==> config.mk <==
export PLATFORM = sky130hd
export DESIGN_NAME = hilo_mac
export DESIGN_NICKNAME = d
export VERILOG_FILES = /design/src/rtl/hilo_mac_pkg.sv /design/src/rtl/hilo_mac_mul.sv /design/src/rtl/hilo_mac_acc.sv /design/src/rtl/hilo_mac.sv
export SDC_FILE = /design/constraint.sdc
export NUM_CORES = 2
export LEC_CHECK = 0
export ABC_AREA = 1
export BUFFER_PORTS_ARGS = -buffer_cell sky130_fd_sc_hd__clkbuf_2
export CAP_MARGIN = 20
export CORE_UTILIZATION = 45
export DETAILED_ROUTE_END_ITERATION = 8
export SETUP_SLACK_MARGIN = 0.15
export SYNTH_ARGS = -nofsm -noshare
export SYNTH_HDL_FRONTEND = slang
export SYNTH_SLANG_ARGS = --single-unit
export TNS_END_PERCENT = 100
==> constraint.sdc <==
create_clock -name clk -period 11 [get_ports clk]
set_clock_uncertainty 0.05 [all_clocks]
set_input_delay 1.65 -clock clk [delete_from_list [all_inputs] [get_ports clk]]
set_output_delay 1.65 -clock clk [all_outputs]
set_load 0.05 [all_outputs]
==> src/rtl/hilo_mac_pkg.sv <==
package hilo_mac_pkg;

  // Kind of operation, taken from opcode bits 2:1
  typedef enum logic [1:0] {
    KIND_MUL = 2'd0,
    KIND_ADD = 2'd1,
    KIND_SUB = 2'd2,
    KIND_RSV = 2'd3
  } mac_kind_e;

  localparam int unsigned OP_W = 3;

  function automatic logic op_is_legal(input logic [OP_W-1:0] code);
    return code[2:1] != 2'b11;
  endfunction

  function automatic logic op_is_unsigned(input logic [OP_W-1:0] code);
    return code[0];
  endfunction

endpackage

==> src/rtl/hilo_mac_mul.sv <==
module hilo_mac_mul #(
  parameter int unsigned W = 32
) (
  input  logic           clk,
  input  logic           rst,
  input  logic           load,
  input  logic           uns,
  input  logic [W-1:0]   a,
  input  logic [W-1:0]   b,
  output logic [2*W-1:0] prod_q
);
  localparam int unsigned PW = 2 * W;

  // Widen one operand to the product width, by sign or by zero
  function automatic logic [PW-1:0] widen(input logic [W-1:0] x, input logic zero_ext);
    logic fill;
    fill = zero_ext ? 1'b0 : x[W-1];
    return {{W{fill}}, x};
  endfunction

  // Product truncated to PW bits: equal to the signed product modulo 2^PW
  function automatic logic [PW-1:0] mul_wide(input logic [PW-1:0] x, input logic [PW-1:0] y);
    return x * y;
  endfunction

  logic [PW-1:0] prod_d;
  assign prod_d = mul_wide(widen(a, uns), widen(b, uns));

  always_ff @(posedge clk) begin
    if (rst)       prod_q <= '0;
    else if (load) prod_q <= prod_d;
  end

endmodule

==> src/rtl/hilo_mac_acc.sv <==
module hilo_mac_acc
  import hilo_mac_pkg::*;
#(
  parameter int unsigned W = 32
) (
  input  mac_kind_e      kind,
  input  logic [2*W-1:0] pair,
  input  logic [2*W-1:0] prod,
  output logic [2*W-1:0] result
);
  localparam int unsigned PW = 2 * W;

  function automatic logic [PW-1:0] combine(input mac_kind_e k,
                                            input logic [PW-1:0] acc,
                                            input logic [PW-1:0] p);
    logic [PW-1:0] r;
    case (k)
      KIND_ADD: r = acc + p;
      KIND_SUB: r = acc - p;
      default:  r = p;
    endcase
    return r;
  endfunction

  assign result = combine(kind, pair, prod);

endmodule

==> src/rtl/hilo_mac.sv <==
module hilo_mac
  import hilo_mac_pkg::*;
#(
  parameter int unsigned W = 32
) (
  input  logic          clk,
  input  logic          rst,
  input  logic          start,
  input  logic [2:0]    op,
  input  logic [W-1:0]  a,
  input  logic [W-1:0]  b,
  input  logic          wr_hi,
  input  logic          wr_lo,
  input  logic [W-1:0]  wr_data,
  output logic          busy,
  output logic          done,
  output logic [W-1:0]  hi,
  output logic [W-1:0]  lo
);
  localparam int unsigned PW = 2 * W;

  logic            busy_q, done_q;
  mac_kind_e       kind_q;
  logic [W-1:0]    hi_q, lo_q;
  logic [PW-1:0]   prod_q, next_pair;

  // Named events for the checks below
  logic op_ok, accept_evt, finish_evt, direct_evt;
  assign op_ok      = op_is_legal(op);
  assign accept_evt = start && !busy_q && op_ok;
  assign finish_evt = busy_q;
  assign direct_evt = (wr_hi || wr_lo) && !busy_q;

  hilo_mac_mul #(.W(W)) u_mul (
    .clk    (clk),
    .rst    (rst),
    .load   (accept_evt),
    .uns    (op_is_unsigned(op)),
    .a      (a),
    .b      (b),
    .prod_q (prod_q)
  );

  hilo_mac_acc #(.W(W)) u_acc (
    .kind   (kind_q),
    .pair   ({hi_q, lo_q}),
    .prod   (prod_q),
    .result (next_pair)
  );

  always_ff @(posedge clk) begin
    if (rst) begin
      busy_q <= 1'b0;
      done_q <= 1'b0;
      kind_q <= KIND_MUL;
      hi_q   <= '0;
      lo_q   <= '0;
    end else begin
      busy_q <= accept_evt;
      done_q <= finish_evt;
      if (accept_evt) kind_q <= mac_kind_e'(op[2:1]);
      if (finish_evt) begin
        hi_q <= next_pair[PW-1:W];
        lo_q <= next_pair[W-1:0];
      end else begin
        if (wr_hi) hi_q <= wr_data;
        if (wr_lo) lo_q <= wr_data;
      end
    end
  end

  assign busy = busy_q;
  assign done = done_q;
  assign hi   = hi_q;
  assign lo   = lo_q;

  AST_DONE_SINGLE: assert property (@(posedge clk) disable iff (rst) done |=> !done);
  AST_START_TO_DONE: assert property (@(posedge clk) disable iff (rst) accept_evt |=> (busy && !done) ##1 (done && !busy));
  AST_BUSY_BLOCKS: assert property (@(posedge clk) disable iff (rst) busy |=> !busy);
  AST_RSV_OP_DROPPED: assert property (@(posedge clk) disable iff (rst) (start && !busy && !op_ok) |=> !busy);
  AST_PAIR_HOLDS: assert property (@(posedge clk) disable iff (rst) (!busy && !wr_hi && !wr_lo) |=> $stable({hi, lo}));
  AST_RESET_CLEARS: assert property (@(posedge clk) $past(rst) |-> (hi == '0 && lo == '0 && !busy && !done));

endmodule

==> summary.txt <==
Clocking
  • Worst-skew pair later-pin latency: 0.50 ns
  • Post CTS Setup Buffer Count: 0
  • Buffers from clock root to sink, at most: 2
  • Depth of the CTS H-tree: 4
  • Number of CTS-inserted buffers: 17
  • Number of gates resized after cts: 0
  • TritonCTS clock tree: yes
  • Library cell used as clock root buffer: sky130_fd_sc_hd__clkbuf_16
  • Number of hold-repair buffers added at the cts stage: 0
  • Clock-pin transition on the worst setup and hold timing paths: roughly 0.070 ns
  • Clock tree sinks: ~130

Synth
  • Number of synthesized register bits: 132
  • Combinational family with the most area after synthesis: adder cells
  • Post-Synth Adder-Cell Area: 0.493
  • Share of the yosys chip area belonging to registers: 0.0501
  • Fraction of synthesized area in multiplexers: 0
  • Fraction of synthesis flops using an asynchronous set or reset pin: 0
  • Synth Area per Inst: 7.20 µm²
  • Count leader, synth: sky130_fd_sc_hd__inv_1
  • Number of flops mapped to enable cells by yosys: 0
  • Basic-gate share of the synthesized area counting and, or, nand and nor cells: 0.197
  • Synthesized-area fraction occupied by xor and xnor cells: 0.0224
  • Post-synthesis compound-gate area fraction: 0.0707
  • Net count of the mapped netlist: a little under 9000
  • Largest area contributor in the synthesized netlist: sky130_fd_sc_hd__fa_1
  • Share of the synthesized area in the top cell type: 0.427
  • Top cells by area in the synthesized netlist: sky130_fd_sc_hd__fa_1, sky130_fd_sc_hd__inv_1, sky130_fd_sc_hd__nand2_1
  • Yosys Warn Count: 0
  • Cell types with the highest counts after synthesis: sky130_fd_sc_hd__inv_1, sky130_fd_sc_hd__nand2_1, sky130_fd_sc_hd__fa_1
  • Predominant post-synthesis flop cell: sky130_fd_sc_hd__dfxtp_1
  • Cells after Synth: 7331
  • Distinct cell type count after synthesis: 47
  • Syn Std Cell Area: about 53000 µm²

Detailed routing
  • Final wirelength: between 150000 and 200000 µm
  • First-iteration detailed-routing DRC count: 3830
  • Remaining antenna violation count: 0
  • Final routed wire length divided by cell count: roughly 21 µm
  • Overall via count from detail_route: ~46000
  • DRC: 0
  • Drt first pass iters: 6
  • Via density per instance: between 5 and 6

Layout
  • Number of filler cells placed in the layout: around 12000
  • Layout cell share with drive strength beyond 1: 0.0429
  • Number of nets in the layout: approximately 8800
  • Syn-to-layout area delta: 5.22%

Critical path
  • Setup crit start kind: input pin
  • Highest fanout seen on the critical path: 32
  • Critical path class: input pin to register
  • Required time at the worst-slack endpoint: approximately 11 ns
  • Worst setup EP type: register
  • Crit path DAT: 9.67 ns

Global route
  • Vias in the first global route: about 48000
  • GRT Resource Usage Total: 0.325
  • Largest net degree at the start of global routing: roughly 90
  • Number of antenna violations at the first check in global routing: 3
  • Total grt overflow: 0
  • First-pass GRT wire length: slightly below 300000 µm

Timing
  • Least-Margin Pin Slew: about 1.1 ns
  • Summed negative setup slack over all endpoints: 0 ns
  • Worst slew margin relative to its limit: 0.269
  • Time the final worst path needs with I/O delays and setup: just over 9 ns
  • Final Hold Vio Count: 0
  • Final worst-path cycle share: 0.847
  • Final setup violating endpoints: 0
  • Highest clock frequency the design can meet: 0.107 GHz
  • Unrepaired setup endpoints after global routing: no
  • Final Slew Violations: 0

Run status
  • Status: complete, no violations

Floorplanning
  • Effective utilization at floorplan: 0.454
  • Vertical die dimension: approximately 340 µm
  • Top-level I/O count: 170
  • Standard cell core area: approximately 120000 µm²
  • Area enclosed by the die boundary: between 100000 and 150000 µm²
  • Die W: between 300 and 400 µm
  • # rows: roughly 130

Placement
  • Placed wire-length estimate: 162000 µm
  • RePlAce Congestion: 1.01
  • Count of input and output buffers: around 170

Min path
  • Type of the worst min-delay path: register to register

Flow run
  • Number of maximum-capacitance violations: 0
==> critical path, stage by stage <==
cell and delay, ns:
sky130_fd_sc_hd__clkbuf_2 0.70, sky130_fd_sc_hd__nand2_1 0.22, sky130_fd_sc_hd__nor2_1 0.22, sky130_fd_sc_hd__fa_1 0.44
sky130_fd_sc_hd__inv_1 0.23, sky130_fd_sc_hd__fa_1 0.49, sky130_fd_sc_hd__inv_1 0.21, sky130_fd_sc_hd__fa_1 0.49
sky130_fd_sc_hd__fa_1 0.76, sky130_fd_sc_hd__inv_1 0.32, sky130_fd_sc_hd__fa_1 0.55, sky130_fd_sc_hd__fa_1 0.56
sky130_fd_sc_hd__fa_1 0.44, sky130_fd_sc_hd__fa_1 0.49, sky130_fd_sc_hd__inv_1 0.04, sky130_fd_sc_hd__ha_1 0.40
sky130_fd_sc_hd__nand2_1 0.10, sky130_fd_sc_hd__nor2_1 0.13, sky130_fd_sc_hd__inv_1 0.08, sky130_fd_sc_hd__nor2_1 0.30
sky130_fd_sc_hd__nand4_1 0.37, sky130_fd_sc_hd__nand4_1 0.19, sky130_fd_sc_hd__nand3_1 0.12, sky130_fd_sc_hd__nand2_1 0.10
sky130_fd_sc_hd__inv_1 0.04
==> metrics by stage <==
stage	cells	hold WS [ns]	setup WS (ns)	area, µm²	util
after floorplan	7331	0.385	2.43	52800	-
after global placement	8787	0.431	1.20	54900	0.472
after detailed placement	8787	0.441	1.16	54900	0.472
after CTS	8819	0.451	1.71	55500	0.477
after global routing	8821	0.480	1.23	55500	0.478
final	8822	0.450	1.68	55500	0.478
==> placed cells by master, fill, tap and decap left out, types with 11 or more instances in the layout <==
| cell | instances |
|---|---|
| sky130_fd_sc_hd__buf_4 | 66 |
| sky130_fd_sc_hd__dfxtp_1 | 132 |
| sky130_fd_sc_hd__ha_1 | 276 |
| sky130_fd_sc_hd__a21oi_1 | 333 |
| sky130_fd_sc_hd__nor3_1 | 38 |
| sky130_fd_sc_hd__nor2_1 | 376 |
| sky130_fd_sc_hd__nand2_1 | 1899 |
| sky130_fd_sc_hd__o21ai_1 | 11 |
| sky130_fd_sc_hd__fa_1 | 1126 |
| sky130_fd_sc_hd__clkbuf_2 | 169 |
| sky130_fd_sc_hd__nand4_1 | 55 |
| sky130_fd_sc_hd__inv_1 | 2022 |
| sky130_fd_sc_hd__clkbuf_16 | 17 |
| sky130_fd_sc_hd__inv_2 | 14 |
| sky130_fd_sc_hd__o21bai_1 | 24 |
| sky130_fd_sc_hd__xnor2_1 | 16 |
| sky130_fd_sc_hd__xor2_1 | 119 |
| sky130_fd_sc_hd__nand3_1 | 206 |
| sky130_fd_sc_hd__o21ai_0 | 297 |
==> routing by layer <==
metal,vias up,global-route usage,routed length (µm)
li1,21100,-,-
met1,23100,0.447,81000
met2,1779,0.525,86000
met3,299,0.0517,13800
met4,2,0.101,6510
met5,-,0.0100,166
==> sequential cells by signal, indices dropped and copies added, names as in the netlist <==
name / cells
lo: 32
busy: 1
u_mul.prod_q: 64
done: 1
kind_q: 2
hi: 32
==> final timing paths <==
| kind | from | to | slack, ns | cells past startpoint |
|---|---|---|---|---|
| worst max register to register | u_mul.prod_q[0] | hi[22] | 5.26 | 24 |
| worst max-delay path | b[7] | u_mul.prod_q[56] | 1.68 | 25 |
| worst min register to register | kind_q[1] | kind_q[1] | 0.45 | 2 |
| worst min-delay path | kind_q[1] | kind_q[1] | 0.45 | 2 |
==> kinds of logic (layout without fill, tap and decap cells) <==
logic type / Yosys count / count (layout)
xor+xnor: 135 / 135
simple gates: 2613 / 2613
fa+ha+maj: 1403 / 1403
buf+inv: 2340 / 2305
other cells: 0 / 2
flops: 132 / 132
compound gates: 708 / 708
==> cell type report <==
type | instances | area (µm²) | area share
Multi-Input combinational cell | 4859 | 41300 | 0.745
Inverter | 2037 | 7650 | 0.138
Sequential cell | 132 | 2640 | 0.0476
Tap cell | 1524 | 1910 | 0.0344
Timing Repair Buffer | 236 | 1370 | 0.0247
Clock buffer | 18 | 439 | 0.00791
Clock inverter | 14 | 169 | 0.00304
Antenna cell | 2 | 5.00 | 0.0000902
Power is not shown: default switching activity piles up to over one toggle a cycle in this logic, so the estimate is an artifact.
